`src/rtl/trap_entry_pkg.sv`:
```
// Package: shared encodings for the trap entry controller.
// Assumes privilege codes U=0, S=1, M=3; code 2 is reserved.
package trap_entry_pkg;

    typedef enum logic [1:0] {
        PRIV_U   = 2'b00,
        PRIV_S   = 2'b01,
        PRIV_RSV = 2'b10,
        PRIV_M   = 2'b11
    } priv_e;

    typedef enum logic [1:0] {
        RT_DBG_REDIR = 2'd0,
        RT_DBG_ENTER = 2'd1,
        RT_SUP       = 2'd2,
        RT_MACH      = 2'd3
    } route_e;

    localparam logic [2:0] DBG_CAUSE_SWBP = 3'd1;

    // Map a requested privilege onto an implemented one.
    function automatic logic [1:0] legal_priv(input logic [1:0] p);
        return (p == PRIV_RSV) ? PRIV_U : p;
    endfunction

endpackage

```
`src/rtl/trap_route.sv`:
```
// Trap routing: combinational choice of trap destination and redirect PC.
// Assumes the cause MSB is the interrupt flag and XLEN is a power of two >= 8.
module trap_route
    import trap_entry_pkg::*;
#(
    parameter int                XLEN        = 32,
    parameter logic [XLEN-1:0]   DBG_ENTRY   = 'h800,
    parameter logic [XLEN-1:0]   DBG_EXC_VEC = 'h808
) (
    input  logic [XLEN-1:0] cause_i,
    input  logic [1:0]      priv_i,
    input  logic            in_debug_i,
    input  logic [3:0]      ebrk_en_i,
    input  logic [XLEN-1:0] medeleg_i,
    input  logic [XLEN-1:0] mideleg_i,
    input  logic [XLEN-1:0] mtvec_i,
    input  logic [XLEN-1:0] stvec_i,
    output route_e          route_o,
    output logic [XLEN-1:0] target_o
);
    localparam int              IDXW  = $clog2(XLEN);
    localparam logic [XLEN-1:0] LIMIT = XLEN'(XLEN);
    localparam logic [XLEN-1:0] BRK   = XLEN'(3);

    logic            is_intr;
    logic [XLEN-1:0] idx;
    logic [XLEN-1:0] deleg_mask;
    logic            deleg_hit;
    logic            is_brk;
    logic [XLEN-1:0] vec_off;

    // Cause decode: interrupt flag, index, delegation lookup.
    always_comb begin
        is_intr    = cause_i[XLEN-1];
        idx        = {1'b0, cause_i[XLEN-2:0]};
        deleg_mask = is_intr ? mideleg_i : medeleg_i;
        deleg_hit  = (idx < LIMIT) && deleg_mask[idx[IDXW-1:0]];
        is_brk     = (cause_i == BRK);
        vec_off    = (mtvec_i[0] && is_intr) ? {idx[XLEN-3:0], 2'b00} : '0;
    end

    // Destination select in priority order: debug, breakpoint, supervisor, machine.
    always_comb begin
        if (in_debug_i) begin
            route_o  = RT_DBG_REDIR;
            target_o = is_brk ? DBG_ENTRY : DBG_EXC_VEC;
        end else if (is_brk && ebrk_en_i[priv_i]) begin
            route_o  = RT_DBG_ENTER;
            target_o = DBG_ENTRY;
        end else if ((priv_i == PRIV_U || priv_i == PRIV_S) && deleg_hit) begin
            route_o  = RT_SUP;
            target_o = stvec_i;
        end else begin
            route_o  = RT_MACH;
            target_o = {mtvec_i[XLEN-1:1], 1'b0} + vec_off;
        end
    end

endmodule

```
`src/rtl/trap_state.sv`:
```
// Trap state: privilege, status stack, trap and debug registers.
// Assumes trap requests take precedence over the load port in one cycle.
module trap_state
    import trap_entry_pkg::*;
#(
    parameter int XLEN = 32
) (
    input  logic            clk,
    input  logic            rst_n,
    input  logic            trap_valid_i,
    input  route_e          route_i,
    input  logic [XLEN-1:0] cause_i,
    input  logic [XLEN-1:0] epc_i,
    input  logic [XLEN-1:0] tval_i,
    input  logic            set_valid_i,
    input  logic [1:0]      set_priv_i,
    input  logic            set_mie_i,
    input  logic            set_sie_i,
    output logic [1:0]      priv_o,
    output logic            mie_o,
    output logic            mpie_o,
    output logic [1:0]      mpp_o,
    output logic            sie_o,
    output logic            spie_o,
    output logic            spp_o,
    output logic [XLEN-1:0] mepc_o,
    output logic [XLEN-1:0] mcause_o,
    output logic [XLEN-1:0] mtval_o,
    output logic [XLEN-1:0] sepc_o,
    output logic [XLEN-1:0] scause_o,
    output logic [XLEN-1:0] stval_o,
    output logic            dbg_active_o,
    output logic [2:0]      dbg_cause_o,
    output logic [1:0]      dbg_prv_o,
    output logic [XLEN-1:0] dpc_o
);

    // Register update: reset, then trap by route, else load port.
    always_ff @(posedge clk) begin
        if (!rst_n) begin
            priv_o       <= PRIV_M;
            mie_o        <= 1'b0;
            mpie_o       <= 1'b0;
            mpp_o        <= 2'b00;
            sie_o        <= 1'b0;
            spie_o       <= 1'b0;
            spp_o        <= 1'b0;
            mepc_o       <= '0;
            mcause_o     <= '0;
            mtval_o      <= '0;
            sepc_o       <= '0;
            scause_o     <= '0;
            stval_o      <= '0;
            dbg_active_o <= 1'b0;
            dbg_cause_o  <= '0;
            dbg_prv_o    <= 2'b00;
            dpc_o        <= '0;
        end else if (trap_valid_i) begin
            case (route_i)
                RT_DBG_ENTER: begin
                    dbg_active_o <= 1'b1;
                    dbg_cause_o  <= DBG_CAUSE_SWBP;
                    dbg_prv_o    <= priv_o;
                    dpc_o        <= epc_i;
                    priv_o       <= PRIV_M;
                end
                RT_SUP: begin
                    spie_o   <= sie_o;
                    spp_o    <= (priv_o == PRIV_S);
                    sie_o    <= 1'b0;
                    scause_o <= cause_i;
                    sepc_o   <= epc_i;
                    stval_o  <= tval_i;
                    priv_o   <= PRIV_S;
                end
                RT_MACH: begin
                    mpie_o   <= mie_o;
                    mpp_o    <= priv_o;
                    mie_o    <= 1'b0;
                    mcause_o <= cause_i;
                    mepc_o   <= epc_i;
                    mtval_o  <= tval_i;
                    priv_o   <= PRIV_M;
                end
                default: begin
                end
            endcase
        end else if (set_valid_i) begin
            priv_o <= legal_priv(set_priv_i);
            mie_o  <= set_mie_i;
            sie_o  <= set_sie_i;
        end
    end

endmodule

```
`src/rtl/trap_entry_ctrl.sv`:
```
// Trap entry controller top: routes one trap per request, updates trap
// state at the sampling edge and emits redirect, flush, reservation-clear
// and done pulses. Assumes vectors and masks are stable while a trap is sampled.
module trap_entry_ctrl
    import trap_entry_pkg::*;
#(
    parameter int              XLEN        = 32,
    parameter logic [XLEN-1:0] DBG_ENTRY   = 'h800,
    parameter logic [XLEN-1:0] DBG_EXC_VEC = 'h808
) (
    input  logic            clk,
    input  logic            rst_n,
    input  logic            trap_valid_i,
    input  logic [XLEN-1:0] trap_cause_i,
    input  logic [XLEN-1:0] trap_epc_i,
    input  logic [XLEN-1:0] trap_tval_i,
    input  logic [XLEN-1:0] mtvec_i,
    input  logic [XLEN-1:0] stvec_i,
    input  logic [XLEN-1:0] medeleg_i,
    input  logic [XLEN-1:0] mideleg_i,
    input  logic [3:0]      ebrk_en_i,
    input  logic            set_valid_i,
    input  logic [1:0]      set_priv_i,
    input  logic            set_mie_i,
    input  logic            set_sie_i,
    output logic            redirect_valid_o,
    output logic [XLEN-1:0] redirect_pc_o,
    output logic            tlb_flush_o,
    output logic            resv_clear_o,
    output logic            done_o,
    output logic [1:0]      priv_o,
    output logic            mie_o,
    output logic            mpie_o,
    output logic [1:0]      mpp_o,
    output logic            sie_o,
    output logic            spie_o,
    output logic            spp_o,
    output logic [XLEN-1:0] mepc_o,
    output logic [XLEN-1:0] mcause_o,
    output logic [XLEN-1:0] mtval_o,
    output logic [XLEN-1:0] sepc_o,
    output logic [XLEN-1:0] scause_o,
    output logic [XLEN-1:0] stval_o,
    output logic            dbg_active_o,
    output logic [2:0]      dbg_cause_o,
    output logic [1:0]      dbg_prv_o,
    output logic [XLEN-1:0] dpc_o
);
    route_e          route;
    logic [XLEN-1:0] target;
    logic            priv_upd;
    logic            resv_upd;

    trap_route #(
        .XLEN        (XLEN),
        .DBG_ENTRY   (DBG_ENTRY),
        .DBG_EXC_VEC (DBG_EXC_VEC)
    ) i_route (
        .cause_i    (trap_cause_i),
        .priv_i     (priv_o),
        .in_debug_i (dbg_active_o),
        .ebrk_en_i  (ebrk_en_i),
        .medeleg_i  (medeleg_i),
        .mideleg_i  (mideleg_i),
        .mtvec_i    (mtvec_i),
        .stvec_i    (stvec_i),
        .route_o    (route),
        .target_o   (target)
    );

    trap_state #(
        .XLEN (XLEN)
    ) i_state (
        .clk          (clk),
        .rst_n        (rst_n),
        .trap_valid_i (trap_valid_i),
        .route_i      (route),
        .cause_i      (trap_cause_i),
        .epc_i        (trap_epc_i),
        .tval_i       (trap_tval_i),
        .set_valid_i  (set_valid_i),
        .set_priv_i   (set_priv_i),
        .set_mie_i    (set_mie_i),
        .set_sie_i    (set_sie_i),
        .priv_o       (priv_o),
        .mie_o        (mie_o),
        .mpie_o       (mpie_o),
        .mpp_o        (mpp_o),
        .sie_o        (sie_o),
        .spie_o       (spie_o),
        .spp_o        (spp_o),
        .mepc_o       (mepc_o),
        .mcause_o     (mcause_o),
        .mtval_o      (mtval_o),
        .sepc_o       (sepc_o),
        .scause_o     (scause_o),
        .stval_o      (stval_o),
        .dbg_active_o (dbg_active_o),
        .dbg_cause_o  (dbg_cause_o),
        .dbg_prv_o    (dbg_prv_o),
        .dpc_o        (dpc_o)
    );

    // Pulse causes: any privilege write flushes; normal entries drop the reservation.
    always_comb begin
        priv_upd = trap_valid_i ? (route != RT_DBG_REDIR) : set_valid_i;
        resv_upd = trap_valid_i && (route == RT_SUP || route == RT_MACH);
    end

    // Output pulses and redirect target, registered at the commit edge.
    always_ff @(posedge clk) begin
        if (!rst_n) begin
            redirect_valid_o <= 1'b0;
            redirect_pc_o    <= '0;
            tlb_flush_o      <= 1'b0;
            resv_clear_o     <= 1'b0;
            done_o           <= 1'b0;
        end else begin
            redirect_valid_o <= trap_valid_i;
            if (trap_valid_i) begin
                redirect_pc_o <= target;
            end
            tlb_flush_o  <= priv_upd;
            resv_clear_o <= resv_upd;
            done_o       <= redirect_valid_o;
        end
    end

endmodule

```
`config.mk`:
```
export PLATFORM = sky130hd
export DESIGN_NAME = trap_entry_ctrl
export DESIGN_NICKNAME = d
export VERILOG_FILES = /design/src/rtl/trap_entry_pkg.sv /design/src/rtl/trap_route.sv /design/src/rtl/trap_state.sv /design/src/rtl/trap_entry_ctrl.sv
export SDC_FILE = /design/constraint.sdc
export NUM_CORES = 1
export LEC_CHECK = 0
export ABC_AREA = 1
export ABC_CLOCK_PERIOD_IN_PS = 4300
export BUFFER_PORTS_ARGS = -buffer_cell sky130_fd_sc_hd__buf_2
export CAP_MARGIN = 10
export CORE_AREA = 3 3 199 201
export DETAILED_ROUTE_END_ITERATION = 7
export DIE_AREA = 0 0 202 204
export GPL_TIMING_DRIVEN = 0
export PLACE_DENSITY = 0.7
export REMOVE_ABC_BUFFERS = 1
export SETUP_SLACK_MARGIN = 0.15
export SYNTH_ARGS = -nofsm -noshare
export SYNTH_HDL_FRONTEND = slang
export SYNTH_SLANG_ARGS = --single-unit
```
`constraint.sdc`:
```
create_clock -name clk -period 4.3 [get_ports clk]
set_clock_uncertainty 0.2 [all_clocks]
set_input_delay 0.86 -clock clk [delete_from_list [all_inputs] [get_ports clk]]
set_output_delay 0.86 -clock clk [all_outputs]
set_load 0.03 [all_outputs]
```
; After elaboration in Yosys (flattened, before gate mapping)
; Cells that the tools add are included.
[op_classes]
n_addsub = 1
magnitude_cmp = 3
n_eq_ne = 9
mux = 24
n_reduce_logical = 17
[ops]
columns = operator, n
row1 = 32-bit two-way mux, 5
row2 = 32-bit adder, 1
row3 = 32-bit by 2-bit equality test with 1-bit output (second input constant), 1
row4 = 31-bit by 6-bit less-than comparator with 1-bit output (second input constant), 1
row5 = 2-bit AND reduction, 6
row6 = 1-bit two-way mux, 10
row7 = 2-bit two-way mux, 5
row8 = 2-bit equality test (second input constant), 3
row9 = 5-bit by 6-bit less-than comparator with 1-bit output (second input constant), 1
row10 = 1-bit binary-select mux with 5-bit select, 1
row11 = 1-bit logical AND, 5
row12 = 2-bit by 1-bit equality test with 1-bit output (second input constant), 2
row13 = 4-bit two-way mux, 1
row14 = 2-bit by 1-bit != test with 1-bit output (second input constant), 2
row15 = 2-bit one-hot mux with 2 select lines, 1
row16 = 2-bit nonzero test, 2
row17 = 2-bit by 3-bit less-than comparator with 1-bit output (second input constant), 1
row18 = 3-bit by 2-bit != test with 1-bit output (second input constant), 1
row19 = 1-bit binary-select mux with 2-bit select, 1
row20 = 2-bit zero test, 1
row21 = 1-bit logical OR, 2
row22 = 2-bit OR reduction, 1
[totals]
ff_bits = 272
inputBits = 236
output_inout_bits = 275
word_cells = 75

; Logic depth before layout (Yosys ltp)
[logic_depth]
depth_word = 12
depth_mapped = 20
ltp_nobuf = 16

; By module
; From an unflattened synthesis, not the netlist that was laid out.
[unflattened]
hier_cells = 1899
hier_area_um2 = 12916.1
[by_module_without_submodules]
columns = module, instances, cells_per_inst, area_per_inst_um2, seq_area_each_um2
row1 = trap_state, 1, 1038, 8159.1, 4724.5
row2 = trap_route, 1, 707, 3508.4, 0.0
row3 = trap_entry_ctrl, 1, 154, 1248.7, 720.7

; Least setup slack after synthesis
; OpenSTA, ideal clock, no wires.
[synth_path]
path_type = input to register
startpoint = in trap_cause_i[31]
endpoint = reg redirect_pc_o[26]
arrival_ns = 3.079
required_time_ns = 3.968
path_slack_ns = 0.889
stages = 18
n_path_buf = 4
path_cell_list = buf_4 > buf_4 > nand2_1 > clkbuf_1 > buf_1 > nor2_1 > ha_1 > nand2_1 > nor2_1 > inv_1 > nor3_1 > nand3_1 > nand3_1 > nand2_1 > nand2_1 > nand2_1 > nand3_1 > a21oi_1
[synth_via]
elab_chain_len = 8
[synth_rtl]
columns = element, line_no
row1 = from (decl), trap_entry_ctrl.sv:14  ; input logic [XLEN-1:0] trap_cause_i,
row2 = "parallel branches: the longest is 6 deep, another holds 32-bit adder", -
row3 = 32-bit two-way mux (*), trap_route.sv:47  ; end else if (is_brk && ebrk_en_i[priv_i]) begin
row4 = 32-bit two-way mux (*), trap_route.sv:44  ; if (in_debug_i) begin
row5 = to (signal assigned), trap_entry_ctrl.sv:121  ; redirect_pc_o <= target;
row6 = to (decl), trap_entry_ctrl.sv:27  ; output logic [XLEN-1:0] redirect_pc_o,
; Every way passes the cells marked *. The select of a mux whose other input is x is not followed.
; A chain may end at the register's enable or synchronous reset.

; Final worst setup path
[layout_path]
startpoint = in trap_valid_i
endpoint = reg i_state.mcause_o[26]
[layout_via]
elab_chain_len = 1
[layout_rtl]
columns = element, line_no
row1 = from (decl), trap_entry_ctrl.sv:13  ; input logic trap_valid_i,
row2 = 2-bit AND reduction (no line), -
row3 = to (signal assigned), trap_state.sv:80  ; mcause_o <= cause_i;
row4 = to (decl), trap_state.sv:27  ; output logic [XLEN-1:0] mcause_o,
; No other way between the ends.

==> impl_results.md <==
- Crit end category: register
- CTS Hold Buffers Added: 0
- Post-Synth Simple-Gate Area: about 30%
- Crit path depth: 10
- Largest net degree at the start of global routing: 143
- Worst min-delay path category: reg2reg
- Largest family of logic cells by synthesized area: simple AND/OR/NAND/NOR gates
- Sw Share: about 30%
- Hold violation count in the final report: 0
- Total GRT Usage: between 20% and 30%
- Mux cell area share after synthesis: 0%
- Syn avg cell area: between 6 and 7 um^2
- RSZ-0062 raised after global routing: no
- Psw: 1.84 mW
- GPL Wtd Cong: 0.938
- Layout Utilization: around 45%
- Worst hold slack: about 0.25 ns
- Bufs and invs on worst path: 5
- Grt total ovfl: 0
- Status: finished, final reports clean
- Drt pass-1 iters: 5
- Synth Area in Compound Gates: between 10% and 20%
- Most common cell after layout, fill and taps aside: buf_2
- Layout area overhead: 30.2%
- CTS Root Cell: clkbuf_16
- CP Data Arrival Time: between 4 and 5 ns
- CP dominant cell by count: nor2_1
- Worst VDD drop: 0.292 mV
- Internal power: ~4.4 mW
- Port bufs: roughly 500
- Die area: slightly above 40000 um^2
- P_leak: around 9.1 nW
- FF-to-FF Start: i_state.priv_o[0]$_SDFFE_PN1P_
- Cell Area, Synth: roughly 13000 um^2
- R2R cell count: 11
- Die Y-Extent: between 200 and 250 um
- Crit path capture: i_state.mcause_o[26]$_SDFFE_PN0P_
- Most frequent cells in the layout: buf_2 (506), nor2_1 (458), nand2_1 (278)
- Io pins: between 500 and 600
- Finished Layout Cells: between 2k and 3k
- Wirelength, routed: 50400 um
- # nets final: approximately 2.6k
- Max Cap Viol: 0
- Hpwl dp: 37800 um
- Sequential area share after synthesis: 41.7%
- Clock share of power: approximately two fifths
- Critical path, cell by cell: buf_2, inv_1, nor2_2, nand2_2, inv_2, nand2_4, buf_16, inv_16, nor2_1, nor2_1
- Period minus WS final: roughly 3.8 ns
- YS warnings: 0
- Ys flop type: dfxtp_1
- H-tree Lvls: 1
- Final Total Pwr: roughly 6.2 mW
- Clock buffer depth: 3
- Async SR Flop Fraction: 0%
- Post-DR wirelength/cell: 17.4 um
- Core Box Area: 37800 um^2
- Fraction of layout cells with a size suffix above 1: between 20 and 30%
- Critical path data required time: about 4.6 ns
- CTS Sinks: ~270
- Antenna viol nets, final: 0
- Pwr/cell area: around 370 nW/um^2
- Final Cell Area: between 15000 and 20000 um^2
- Pre-CTS WS: -1.79 ns
- Post-synthesis instance total: 1919
- Avg Vias per Cell: around 4.9
- Crit path from: trap_valid_i
- Tightest Pin Transition: around 1.2 ns
- CP top delay family: buffers and inverters
- Total number of vias: 14.1k
- Post-route DRC: 0
- R2R Path End: i_state.mcause_o[26]$_SDFFE_PN0P_
- Vias in the first global route: 13.5k
- Number of synthesized flops with an enable pin: 0
- F_max: about 270 MHz
- Worst stage delay on the critical path: 0.53 ns
- DP Cell Count: 2839
- Xor/xnor share of the synthesized area: 1.01%
- Placement Cell Area: around 16000 um^2
- #FFs+latches synth: between 200 and 300
- Row cnt: between 70 and 80
- CP Class: in2reg
- CP max-delay cell: inv_2
- Synth Area in Adders: ~2.9%
- Reg-to-reg slack, setup: between 0.5 and 0.6 ns
- Clk slew on worst S/H paths: approximately 0.060 ns
- Final period utilization: 87.3%
- CTS tree: done
- Clk_lat worst skew: ~0.58 ns
- Iter 0 DRT Violations: ~840
- Initial antenna violation count: 13
- First-pass GRT wire length: around 76000 um
- Setup TNS: 0 ns
- Combinational Power Share: between 15 and 20%
- Initial cell density of the core: about a third
- Distinct cells, synth: 40
- Number of CTS-inserted buffers: 30
- Slew Viols, Final: 0
- Final setup fails: 0
- Fraction of power consumed by sequential logic: between 40% and 50%
- Die Wd: around 200 um
- Slew HR: 20.9%
- Fin worst setup slack: approximately 0.55 ns
- Crit path max fanout: 99
- CP startpoint kind: input pin
-- sequential cells by signal, summed over array words and instances, names as in the netlist --
signal,count
i_state.mtval_o,32
i_state.stval_o,32
i_state.dbg_prv_o,2
i_state.sie_o,1
redirect_valid_o,1
i_state.priv_o,2
i_state.spp_o,1
i_state.dbg_cause_o,1
tlb_flush_o,1
i_state.mepc_o,32
i_state.mpie_o,1
i_state.sepc_o,32
redirect_pc_o,32
i_state.mcause_o,32
resv_clear_o,1
i_state.spie_o,1
i_state.mpp_o,2
i_state.mie_o,1
i_state.dpc_o,32
i_state.scause_o,32
done_o,1
-- routing by layer --
| layer | part of all wire [%] | track usage [%] | vias up |
|---|---|---|---|
| met5 | 0.091 | 0 | - |
| met4 | 3.3 | 7.70 | 6 |
| met3 | 7.0 | 4.55 | 94 |
| met2 | 49 | 40.9 | 534 |
| met1 | 40 | 27.9 | 6469 |
| li1 | - | - | 6986 |
-- synth_stat cells (all sizes together), types with 11 or more instances --
cell type  instances  area (um^2)
a211oi            34          255
inv              225          847
dfxtp            272         5450
nand4             35          219
xnor2             11         96.3
nand3            131          671
nor2             473         1830
nand2            283         1080
ha                29          363
o21ai            199          996
clkbuf            49          185
buf               62          378
a21oi             68          340
-- layout make-up --
| class | instances | area [um^2] |
|---|---|---|
| Clock inverter | 9 | 108 |
| Tap cell | 511 | 639 |
| Timing Repair Buffer | 520 | 2810 |
| Antenna cell | 10 | 25.0 |
| Sequential cell | 272 | 5450 |
| Clock buffer | 40 | 848 |
| Inverter | 225 | 861 |
| Multi-Input combinational cell | 1313 | 6250 |
| Fill cell | 3885 | 20800 |
-- kinds of logic (layout without fill, tap and decap cells) --
family | Yosys count | count (layout)
AO/OA/AOI/OAI | 314 | 314
other | 1 | 12
adder cells (fa/ha/maj) | 30 | 30
buffers and inverters | 336 | 794
XOR/XNOR | 15 | 15
AND/OR/NAND/NOR | 951 | 952
flip-flops | 272 | 272
-- worst min-delay path by stage --
stage                              endpoint  slack, ns                         from  cells past startpoint
after floorplan           done_o$_SDFF_PN0_       0.36  redirect_valid_o$_SDFF_PN0_                      2
after global placement    done_o$_SDFF_PN0_       0.23  redirect_valid_o$_SDFF_PN0_                      2
after detailed placement  done_o$_SDFF_PN0_       0.24  redirect_valid_o$_SDFF_PN0_                      2
after CTS                 done_o$_SDFF_PN0_       0.24  redirect_valid_o$_SDFF_PN0_                      2
after global routing      done_o$_SDFF_PN0_       0.26  redirect_valid_o$_SDFF_PN0_                      2
final                     done_o$_SDFF_PN0_       0.25  redirect_valid_o$_SDFF_PN0_                      2
-- power by group through the flow --
stage	registers, mW	clock network (mW)	logic, mW
6_report	2.67	2.51	1.03
3_3_place_gp	2.72	0	1.02
4_1_cts	2.67	2.57	1.03
5_1_grt	2.68	2.67	1.13
3_5_place_dp	2.72	0	1.03
2_1_floorplan	2.91	0	0.395
-- worst reg2reg max path, cell delays in order, from the launching register on --
cell and delay (ns):
dfxtp_1 0.37, inv_1 0.21, nor2_1 0.06, o32ai_1 0.76
nand3_1 0.20, nand2_2 0.16, inv_2 0.28, nand2_4 0.42
buf_16 0.35, inv_16 0.25, nor2_1 0.26, nor2_1 0.06
-- what timing repair did --
| action | in CTS | in global routing |
|---|---|---|
| buffers inserted | 0 | 1 |
| setup endpoints to repair | 105 | 101 |
| resized for setup | 6 | 6 |
| gates cloned | 1 | 0 |
| pin swaps | 1 | 1 |
Note: power is estimated with default switching activity, not from simulation.
